### src/rtl/blit_pkg.sv
package blit_pkg;

    typedef enum logic [1:0] {
        ST_IDLE,
        ST_RD_REQ,
        ST_RD_WAIT,
        ST_WR_REQ
    } blit_state_e;

    localparam int REG_AW = 6;

    localparam logic [REG_AW-1:0] OFF_SRC_PT   = 6'h00;
    localparam logic [REG_AW-1:0] OFF_DST_PT   = 6'h04;
    localparam logic [REG_AW-1:0] OFF_EXTENT   = 6'h08;
    localparam logic [REG_AW-1:0] OFF_CTRL     = 6'h0C;
    localparam logic [REG_AW-1:0] OFF_PITCH    = 6'h10;
    localparam logic [REG_AW-1:0] OFF_FG       = 6'h14;
    localparam logic [REG_AW-1:0] OFF_STATUS   = 6'h1C;
    localparam logic [REG_AW-1:0] OFF_SRC_BASE = 6'h20;
    localparam logic [REG_AW-1:0] OFF_DST_BASE = 6'h24;

    localparam int CTL_GO     = 31;
    localparam int CTL_REV    = 27;
    localparam int CTL_FMT_LO = 20;
    localparam int CTL_CMD_LO = 16;
    localparam int STS_BUSY   = 3;

    localparam logic [3:0] CMD_FILL = 4'd1;

    // format code to bytes per pixel: 0 and 1 -> 1, 2 -> 2, 3 -> 3
    function automatic logic [1:0] fmt_bytes(input logic [1:0] code);
        return (code == 2'd0) ? 2'd1 : code;
    endfunction

endpackage

### src/rtl/blit_regs.sv
module blit_regs
    import blit_pkg::*;
#(
    parameter int ADDR_W = 32,
    parameter int PIX_W  = 24
) (
    input  logic              clk,
    input  logic              rst_n,
    input  logic              reg_we,
    input  logic [REG_AW-1:0] reg_addr,
    input  logic [31:0]       reg_wdata,
    output logic [31:0]       reg_rdata,
    input  logic              busy_i,
    output logic [31:0]       src_pt,
    output logic [31:0]       dst_pt,
    output logic [31:0]       extent,
    output logic [31:0]       pitch,
    output logic [PIX_W-1:0]  fg_pix,
    output logic [ADDR_W-1:0] src_base,
    output logic [ADDR_W-1:0] dst_base,
    output logic              fill,
    output logic              rev,
    output logic [1:0]        bpp,
    output logic              go_o,
    output logic              go_fill_o
);

    logic [31:0] ctrl_q;
    logic [31:0] fg_q;
    logic        wr_ok;
    logic        start_wr;

    assign wr_ok     = reg_we && !busy_i;
    assign start_wr  = wr_ok && (reg_addr == OFF_CTRL) && reg_wdata[CTL_GO];
    assign go_o      = start_wr && (extent[31:16] != 16'd0) && (extent[15:0] != 16'd0);
    assign go_fill_o = (reg_wdata[CTL_CMD_LO +: 4] == CMD_FILL);

    assign fill   = (ctrl_q[CTL_CMD_LO +: 4] == CMD_FILL);
    assign rev    = ctrl_q[CTL_REV];
    assign bpp    = fmt_bytes(ctrl_q[CTL_FMT_LO +: 2]);
    assign fg_pix = fg_q[PIX_W-1:0];

    always_ff @(posedge clk or negedge rst_n) begin
        if (!rst_n) begin
            src_pt   <= '0;
            dst_pt   <= '0;
            extent   <= '0;
            pitch    <= '0;
            ctrl_q   <= '0;
            fg_q     <= '0;
            src_base <= '0;
            dst_base <= '0;
        end else if (wr_ok) begin
            case (reg_addr)
                OFF_SRC_PT:   src_pt   <= reg_wdata;
                OFF_DST_PT:   dst_pt   <= reg_wdata;
                OFF_EXTENT:   extent   <= reg_wdata;
                OFF_PITCH:    pitch    <= reg_wdata;
                OFF_CTRL:     ctrl_q   <= {1'b0, reg_wdata[30:0]};
                OFF_FG:       fg_q     <= reg_wdata;
                OFF_SRC_BASE: src_base <= reg_wdata[ADDR_W-1:0];
                OFF_DST_BASE: dst_base <= reg_wdata[ADDR_W-1:0];
                default: ;
            endcase
        end
    end

    always_comb begin
        reg_rdata = '0;
        case (reg_addr)
            OFF_SRC_PT:   reg_rdata = src_pt;
            OFF_DST_PT:   reg_rdata = dst_pt;
            OFF_EXTENT:   reg_rdata = extent;
            OFF_PITCH:    reg_rdata = pitch;
            OFF_CTRL:     reg_rdata = ctrl_q;
            OFF_FG:       reg_rdata = fg_q;
            OFF_STATUS:   reg_rdata[STS_BUSY] = busy_i;
            OFF_SRC_BASE: reg_rdata = 32'(src_base);
            OFF_DST_BASE: reg_rdata = 32'(dst_base);
            default:      reg_rdata = '0;
        endcase
    end

    // nothing programmed changes while an operation runs
    a_r11_busy_hold: assert property (@(posedge clk) disable iff (!rst_n)
        (reg_we && busy_i) |=> ($stable(ctrl_q) && $stable(fg_q) && $stable(extent) && $stable(src_pt) && $stable(dst_pt)));

endmodule

### src/rtl/blit_addr.sv
module blit_addr #(
    parameter int ADDR_W = 32
) (
    input  logic [ADDR_W-1:0] base,
    input  logic [15:0]       pitch,
    input  logic [31:0]       org,
    input  logic [15:0]       cx,
    input  logic [15:0]       cy,
    input  logic              rev,
    input  logic [1:0]        bpp,
    output logic [ADDR_W-1:0] addr
);

    logic [15:0] px;
    logic [15:0] py;
    logic [31:0] row_off;
    logic [31:0] col_off;

    always_comb begin
        px      = rev ? (org[31:16] - cx) : (org[31:16] + cx);
        py      = rev ? (org[15:0]  - cy) : (org[15:0]  + cy);
        row_off = 32'(py) * 32'(pitch);
        col_off = 32'(px) * 32'(bpp);
        addr    = base + ADDR_W'(row_off) + ADDR_W'(col_off);
    end

endmodule

### src/rtl/blit_fsm.sv
module blit_fsm
    import blit_pkg::*;
#(
    parameter int ADDR_W = 32,
    parameter int PIX_W  = 24
) (
    input  logic              clk,
    input  logic              rst_n,
    input  logic              go,
    input  logic              go_fill,
    input  logic              fill_i,
    input  logic [31:0]       extent,
    input  logic [ADDR_W-1:0] src_addr,
    input  logic [ADDR_W-1:0] dst_addr,
    input  logic [PIX_W-1:0]  fg,
    input  logic [1:0]        bpp,
    output logic [15:0]       cx,
    output logic [15:0]       cy,
    output logic              busy,
    output logic              mem_req,
    output logic              mem_we,
    output logic [ADDR_W-1:0] mem_addr,
    output logic [1:0]        mem_bytes,
    output logic [PIX_W-1:0]  mem_wdata,
    input  logic              mem_gnt,
    input  logic [PIX_W-1:0]  mem_rdata,
    input  logic              mem_rvalid
);

    blit_state_e      state, nxt;
    logic [PIX_W-1:0] pix_q;
    logic [15:0]      w, h;
    logic             row_end, last;

    assign w       = extent[31:16];
    assign h       = extent[15:0];
    assign row_end = (cx == w - 16'd1);
    assign last    = row_end && (cy == h - 16'd1);

    always_ff @(posedge clk or negedge rst_n) begin
        if (!rst_n) begin
            state <= ST_IDLE;
            cx    <= '0;
            cy    <= '0;
            pix_q <= '0;
        end else begin
            state <= nxt;
            if (go) begin
                cx <= '0;
                cy <= '0;
            end else if (state == ST_WR_REQ && mem_gnt && !last) begin
                cx <= row_end ? 16'd0 : cx + 16'd1;
                cy <= row_end ? cy + 16'd1 : cy;
            end
            if (state == ST_RD_WAIT && mem_rvalid)
                pix_q <= mem_rdata;
        end
    end

    always_comb begin
        nxt = state;
        unique case (state)
            ST_IDLE:    if (go) nxt = go_fill ? ST_WR_REQ : ST_RD_REQ;
            ST_RD_REQ:  if (mem_gnt) nxt = ST_RD_WAIT;
            ST_RD_WAIT: if (mem_rvalid) nxt = ST_WR_REQ;
            ST_WR_REQ:  if (mem_gnt) nxt = last ? ST_IDLE : (fill_i ? ST_WR_REQ : ST_RD_REQ);
            default:    nxt = ST_IDLE;
        endcase
    end

    always_comb begin
        busy      = 1'b0;
        mem_req   = 1'b0;
        mem_we    = 1'b0;
        mem_addr  = dst_addr;
        mem_bytes = bpp;
        mem_wdata = fill_i ? fg : pix_q;
        unique case (state)
            ST_IDLE: ;
            ST_RD_REQ: begin
                busy     = 1'b1;
                mem_req  = 1'b1;
                mem_addr = src_addr;
            end
            ST_RD_WAIT: busy = 1'b1;
            ST_WR_REQ: begin
                busy    = 1'b1;
                mem_req = 1'b1;
                mem_we  = 1'b1;
            end
            default: ;
        endcase
    end

    // an ungranted request holds steady
    a_r12_req_hold: assert property (@(posedge clk) disable iff (!rst_n)
        (mem_req && !mem_gnt) |=> (mem_req && $stable(mem_we) && $stable(mem_addr) && $stable(mem_wdata)));

    // requests only appear during an operation
    a_r3_req_in_busy: assert property (@(posedge clk) disable iff (!rst_n)
        mem_req |-> busy);

    // a launch raises busy on the next edge
    a_r3_go_busy: assert property (@(posedge clk) disable iff (!rst_n)
        go |=> busy);

    // a fill never reads
    a_r4_fill_no_read: assert property (@(posedge clk) disable iff (!rst_n)
        (busy && fill_i && mem_req) |-> mem_we);

endmodule

### src/rtl/rect_blit_engine.sv
module rect_blit_engine
    import blit_pkg::*;
#(
    parameter int ADDR_W = 32,
    parameter int PIX_W  = 24
) (
    input  logic              clk,
    input  logic              rst_n,
    input  logic              reg_we,
    input  logic [5:0]        reg_addr,
    input  logic [31:0]       reg_wdata,
    output logic [31:0]       reg_rdata,
    output logic              busy,
    output logic              mem_req,
    output logic              mem_we,
    output logic [ADDR_W-1:0] mem_addr,
    output logic [1:0]        mem_bytes,
    output logic [PIX_W-1:0]  mem_wdata,
    input  logic              mem_gnt,
    input  logic [PIX_W-1:0]  mem_rdata,
    input  logic              mem_rvalid
);

    localparam int NPORT = 2;   // 0 = source, 1 = destination

    logic [31:0]       src_pt, dst_pt, extent, pitch;
    logic [PIX_W-1:0]  fg_pix;
    logic [ADDR_W-1:0] src_base, dst_base;
    logic              fill, rev, go, go_fill;
    logic [1:0]        bpp;
    logic [15:0]       cx, cy;

    logic [ADDR_W-1:0] base_a  [NPORT];
    logic [31:0]       org_a   [NPORT];
    logic [15:0]       pitch_a [NPORT];
    logic [ADDR_W-1:0] addr_a  [NPORT];

    blit_regs #(.ADDR_W(ADDR_W), .PIX_W(PIX_W)) u_regs (
        .clk(clk), .rst_n(rst_n),
        .reg_we(reg_we), .reg_addr(reg_addr), .reg_wdata(reg_wdata), .reg_rdata(reg_rdata),
        .busy_i(busy),
        .src_pt(src_pt), .dst_pt(dst_pt), .extent(extent), .pitch(pitch),
        .fg_pix(fg_pix), .src_base(src_base), .dst_base(dst_base),
        .fill(fill), .rev(rev), .bpp(bpp), .go_o(go), .go_fill_o(go_fill)
    );

    assign base_a[0]  = src_base;
    assign base_a[1]  = dst_base;
    assign org_a[0]   = src_pt;
    assign org_a[1]   = dst_pt;
    assign pitch_a[0] = pitch[31:16];
    assign pitch_a[1] = pitch[15:0];

    for (genvar g = 0; g < NPORT; g++) begin : g_port
        blit_addr #(.ADDR_W(ADDR_W)) u_addr (
            .base(base_a[g]), .pitch(pitch_a[g]), .org(org_a[g]),
            .cx(cx), .cy(cy), .rev(rev), .bpp(bpp), .addr(addr_a[g])
        );
    end

    blit_fsm #(.ADDR_W(ADDR_W), .PIX_W(PIX_W)) u_fsm (
        .clk(clk), .rst_n(rst_n),
        .go(go), .go_fill(go_fill), .fill_i(fill), .extent(extent),
        .src_addr(addr_a[0]), .dst_addr(addr_a[1]), .fg(fg_pix), .bpp(bpp),
        .cx(cx), .cy(cy), .busy(busy),
        .mem_req(mem_req), .mem_we(mem_we), .mem_addr(mem_addr),
        .mem_bytes(mem_bytes), .mem_wdata(mem_wdata),
        .mem_gnt(mem_gnt), .mem_rdata(mem_rdata), .mem_rvalid(mem_rvalid)
    );

    // a launch on an empty rectangle leaves the engine idle
    a_r10_zero_stays_idle: assert property (@(posedge clk) disable iff (!rst_n)
        (reg_we && !busy && reg_addr == OFF_CTRL && reg_wdata[CTL_GO] &&
         (extent[31:16] == 16'd0 || extent[15:0] == 16'd0)) |=> (!busy && !mem_req));

    // a launch on a non-empty rectangle raises busy
    a_r3_launch_busy: assert property (@(posedge clk) disable iff (!rst_n)
        (reg_we && !busy && reg_addr == OFF_CTRL && reg_wdata[CTL_GO] &&
         extent[31:16] != 16'd0 && extent[15:0] != 16'd0) |=> busy);

endmodule

### config.mk
export PLATFORM = sky130hd
export DESIGN_NAME = rect_blit_engine
export DESIGN_NICKNAME = d
export VERILOG_FILES = /design/src/rtl/blit_pkg.sv /design/src/rtl/blit_regs.sv /design/src/rtl/blit_addr.sv /design/src/rtl/blit_fsm.sv /design/src/rtl/rect_blit_engine.sv
export SDC_FILE = /design/constraint.sdc
export NUM_CORES = 2
export LEC_CHECK = 0
export BUFFER_PORTS_ARGS = -buffer_cell sky130_fd_sc_hd__buf_2
export CAP_MARGIN = 20
export CORE_UTILIZATION = 27
export DETAILED_ROUTE_END_ITERATION = 10
export PLACE_DENSITY = 0.38
export SLEW_MARGIN = 20
export SYNTH_ARGS = -nofsm -noshare
export SYNTH_HDL_FRONTEND = slang
export SYNTH_SLANG_ARGS = --single-unit
### constraint.sdc
create_clock -name clk -period 20.7 [get_ports clk]
set_input_delay 3.105 -clock clk [delete_from_list [all_inputs] [get_ports clk]]
set_output_delay 3.105 -clock clk [all_outputs]
set_load 0.1 [all_outputs]
==> metrics list <==
- Flip-flop and latch area: 7830 um2
* CTS Buf Count: 37
* Number of instances resized during post-cts repair: 0
- Entering global routing, the biggest net connects 75 pins.
- Parity-gate share of the synthesized area counting xor and xnor cells: 5.05%
* Area used by multi-input combinational logic: around 28000 um2
- In this run the number of H-tree levels came out at 2.
* Site row count: 140
* Count of buffers inserted at the top-level ports: 159
- Vias in the first global route: 31245
- Compound-cell area share of the yosys netlist: 8.14%
- Hold Path Class: reg -> reg
- During I/O placement, the number of pins put on the boundary was 160.
- In this run, synthesis inferred 0 flip-flops with an integrated enable.
- P per Cell Area: around 150 nW/um2
* Cell type of the slowest stage on the worst timing path: dfrtp_1
* Die Wd: 385 um
* FF+latch count, synth: 313
- By area, the combinational part of the netlist is dominated by adder cells.
* Area overhead of the layout relative to synthesis: 11.0%
* Slack of the worst reg-to-reg path: 15.91 ns
- The clock passes through at most 3 buffers.
* Count of final hold-check violations: 0
* Fraction of the yosys area taken by sequential cells: 19.7%
- By startpoint and endpoint, the worst setup path is classified as reg -> out.
- For this run, design rule violations remaining after detail routing come to 0.
* Arrival @ worst endpoint: about 13 ns
- Total instance count after detailed placement: 6146
* Clock network latency to the later pin of the worst-skew pair: 0.59 ns
* Dominant cell type by count on the critical path: fa_1
- In the synthesized netlist, the number of instances is ~4200.
* Area of the core region: 146000 um2
- Crit path launch type: flip-flop
- Setup repair after global routing left no endpoint under its margin.
- WP data required: 17.59 ns
* Remaining antenna violation count after routing: 0
* Number of setup buffers added after CTS: 0
* Filler cells: approximately 16000
- Share of synthesized flip-flops with an asynchronous set or reset: 100%
* Detailed-routing iteration count for the pre-antenna-repair pass: 7
* Run status: finished, final reports clean
* Max_cap viols: 0
* Via Count: slightly below 30000
- Die Area: 149000 um2
* Global-route congestion overflow total: 0
- For this configuration, the core starts out at a cell density of 27.2%.
- Total detailed-routing wirelength: about 150 mm
- Share of synthesized cell area in full adder, half adder and majority cells: 33.8%
- Transition time at the pin with the least slew margin: 1.16 ns
- Number of DRC markers after the initial detailed-route iteration: 1656
- From bottom edge to top edge, the die measures 385 um.
- In this run the cell area of the synthesized design comes to about 40000 um2.
- After clock tree synthesis, the flow added hold-fix buffers numbering 0.
- Timing would allow up to between 60 and 70 MHz.
- GR Util All Layers: between 20% and 30%
- Largest clock skew in the final design: ~0.029 ns
- Reported leakage power: 22.2 nW
- Min Tclk post-route: 15.63 ns
- Number of max-slew violations in the final report: 0
* Antenna violations before repair: 10
- Number of vias per cell after detailed routing: 4.73
- Detailed placement finished with a half-perimeter wire length of 123 mm.
- When the netlist entered floorplanning its net count stood at ~5000.
* Worst-path fanout max: 16
- At the end of routability-driven placement, the weighted congestion stood at slightly below 0.9.
- Peak supply drop: 0.207 mV
- After Yosys synthesis, and, or, nand and nor cells account for 14.4% of the synthesized area.
- Multiplexer share of the synthesized area: 9.66%
* Post-layout instance count excluding filler cells: between 6000 and 7000
- After the last flow step, the layout net total stands at between 5000 and 6000.
- The synthesized design devotes to its leading area cell type a little over a quarter of total area.
- The Yosys step of the flow raised 0 warnings.
* Number of clock sinks seen by CTS: 313
* Final-report setup violation count: 0
* Leading post-synthesis cells by cell area: fa_1 26%, dfrtp_1 20%, mux2_2 9.1%, ha_1 7.3%, inv_1 7.2%
- After detailed routing, the average wire length per cell comes to 24.1 um.
- Wire length of the first global-routing pass: approximately 220 mm
- Adding up every negative setup slack in the final design gives 0 ns.
- TritonCTS built the clock tree.
- In this run, distinct cell masters in the synthesized netlist total 84.
- Dominant cell type by area after synthesis: fa_1
- Max transition margin: 22.2%
- Primary flip-flop cell chosen by synthesis mapping: dfrtp_1
- Category of the worst setup path capture point: primary output
- Post-route clock period utilization: 75.5%
- A synthesized cell averages 9.47 um2.
- Of the cells placed in the final design, the portion with a size suffix greater than 1 is 15.6%.
* CTS clk-pin slew, worst paths: 0.06 ns
- The root buffer cell chosen for the clock tree is clkbuf_16.
* CP max stage delay: 0.55 ns
sequential cells by signal, summed over array words and instances, names as in the netlist:
signal and cells:
u_regs.dst_base 32, u_regs.src_base 32, u_regs.fg_q 32, u_fsm.cx 16, u_regs.ctrl_q 31, u_regs.pitch 32, u_regs.src_pt 32, u_fsm.state 2
u_fsm.pix_q 24, u_regs.dst_pt 32, u_regs.extent 32, u_fsm.cy 16
final cells by class:
class                      instances  share of cell area [%]
inverter                         764                    6.51
clock buffer                      51                    2.40
clock inverter                    13                   0.219
tap                             1917                    5.45
multi-input combinational       2911                    64.4
antenna                            3                  0.0170
timing repair buffer             241                    3.24
sequential                       313                    17.8
cells in the mapped netlist, types with 44 or more instances:
cell,count
mux2_2,319
inv_1,764
a21oi_1,89
nor3_1,44
xnor2_1,167
nor2b_1,60
nor2_1,138
and2_1,335
dfrtp_1,313
nand2_1,360
clkbuf_1,161
ha_1,231
xor2_1,62
fa_1,518
o21ai_0,88
cells in the final DEF, fill, tap and decap left out, types with 135 or more instances in the layout:
master   netlist  final
mux2_2       319    319
nand2_1      360    360
fa_1         518    518
inv_1        764    764
xnor2_1      167    159
ha_1         231    231
nor2_1       138    135
and2_1       335    335
buf_2          8    158
dfrtp_1      313    313
per-layer routing:
layer	wire [um]	global-route usage, %
met5	24	0
met4	1840	2.84
met3	4830	1.76
met2	69300	33.6
met1	73600	29.3
critical path, delay by kind of cell, from the launching register on:
family	cells	cell delay [ns]
xor gates and xnor gates	2	0.26
adders and majority gates	11	4.86
DFF	1	0.55
muxes	1	0.43
and+or+nand+nor	4	0.50
buffers and inverters	7	1.02
AOI/OAI and AO/OA	15	4.26
power by group:
group / switching [mW] / internal [mW] / leakage (nW) / total, mW
clock network: 0.292 / 0.360 / 0.571 / 0.652
logic: 3.64 / 1.44 / 17.4 / 5.07
registers: 0.172 / 0.705 / 4.19 / 0.877
cell families after synthesis:
logic type	count (synthesis)
multiplexers	343
buffers and inverters	966
AO/OA/AOI/OAI	461
AND/OR/NAND/NOR	1113
XOR/XNOR	229
adder cells (fa/ha/maj)	765
flip-flops	313
path summary, 6_finish.rpt:
check	startpoint	endpoint	cells after the start
max	u_fsm.cy[0]	mem_addr[31]	40
min	u_fsm.pix_q[22]	u_fsm.pix_q[22]	1
max reg2reg	u_regs.extent[18]	u_fsm.cy[10]	11
min reg2reg	u_fsm.pix_q[22]	u_fsm.pix_q[22]	1
max in group asynchronous	rst_n	u_regs.ctrl_q[8]	3
min in group asynchronous	rst_n	u_fsm.cx[13]	1
metrics by stage:
stage | utilization [%] | worst slack (ns) | cell area [um2] | power, mW | hold WS, ns
floorplan | - | 5.56 | 39700 | 4.45 | 0.475
global placement | 29.4 | 5.81 | 42800 | 6.05 | 0.485
detailed placement | 29.4 | 5.74 | 42800 | 6.04 | 0.490
CTS | 30.2 | 5.08 | 44000 | 6.72 | 0.502
global route | 30.2 | 4.33 | 44000 | 7.16 | 0.512
finish | 30.2 | 5.07 | 44000 | 6.60 | 0.497
Note: power is estimated with default switching activity, not from simulation.
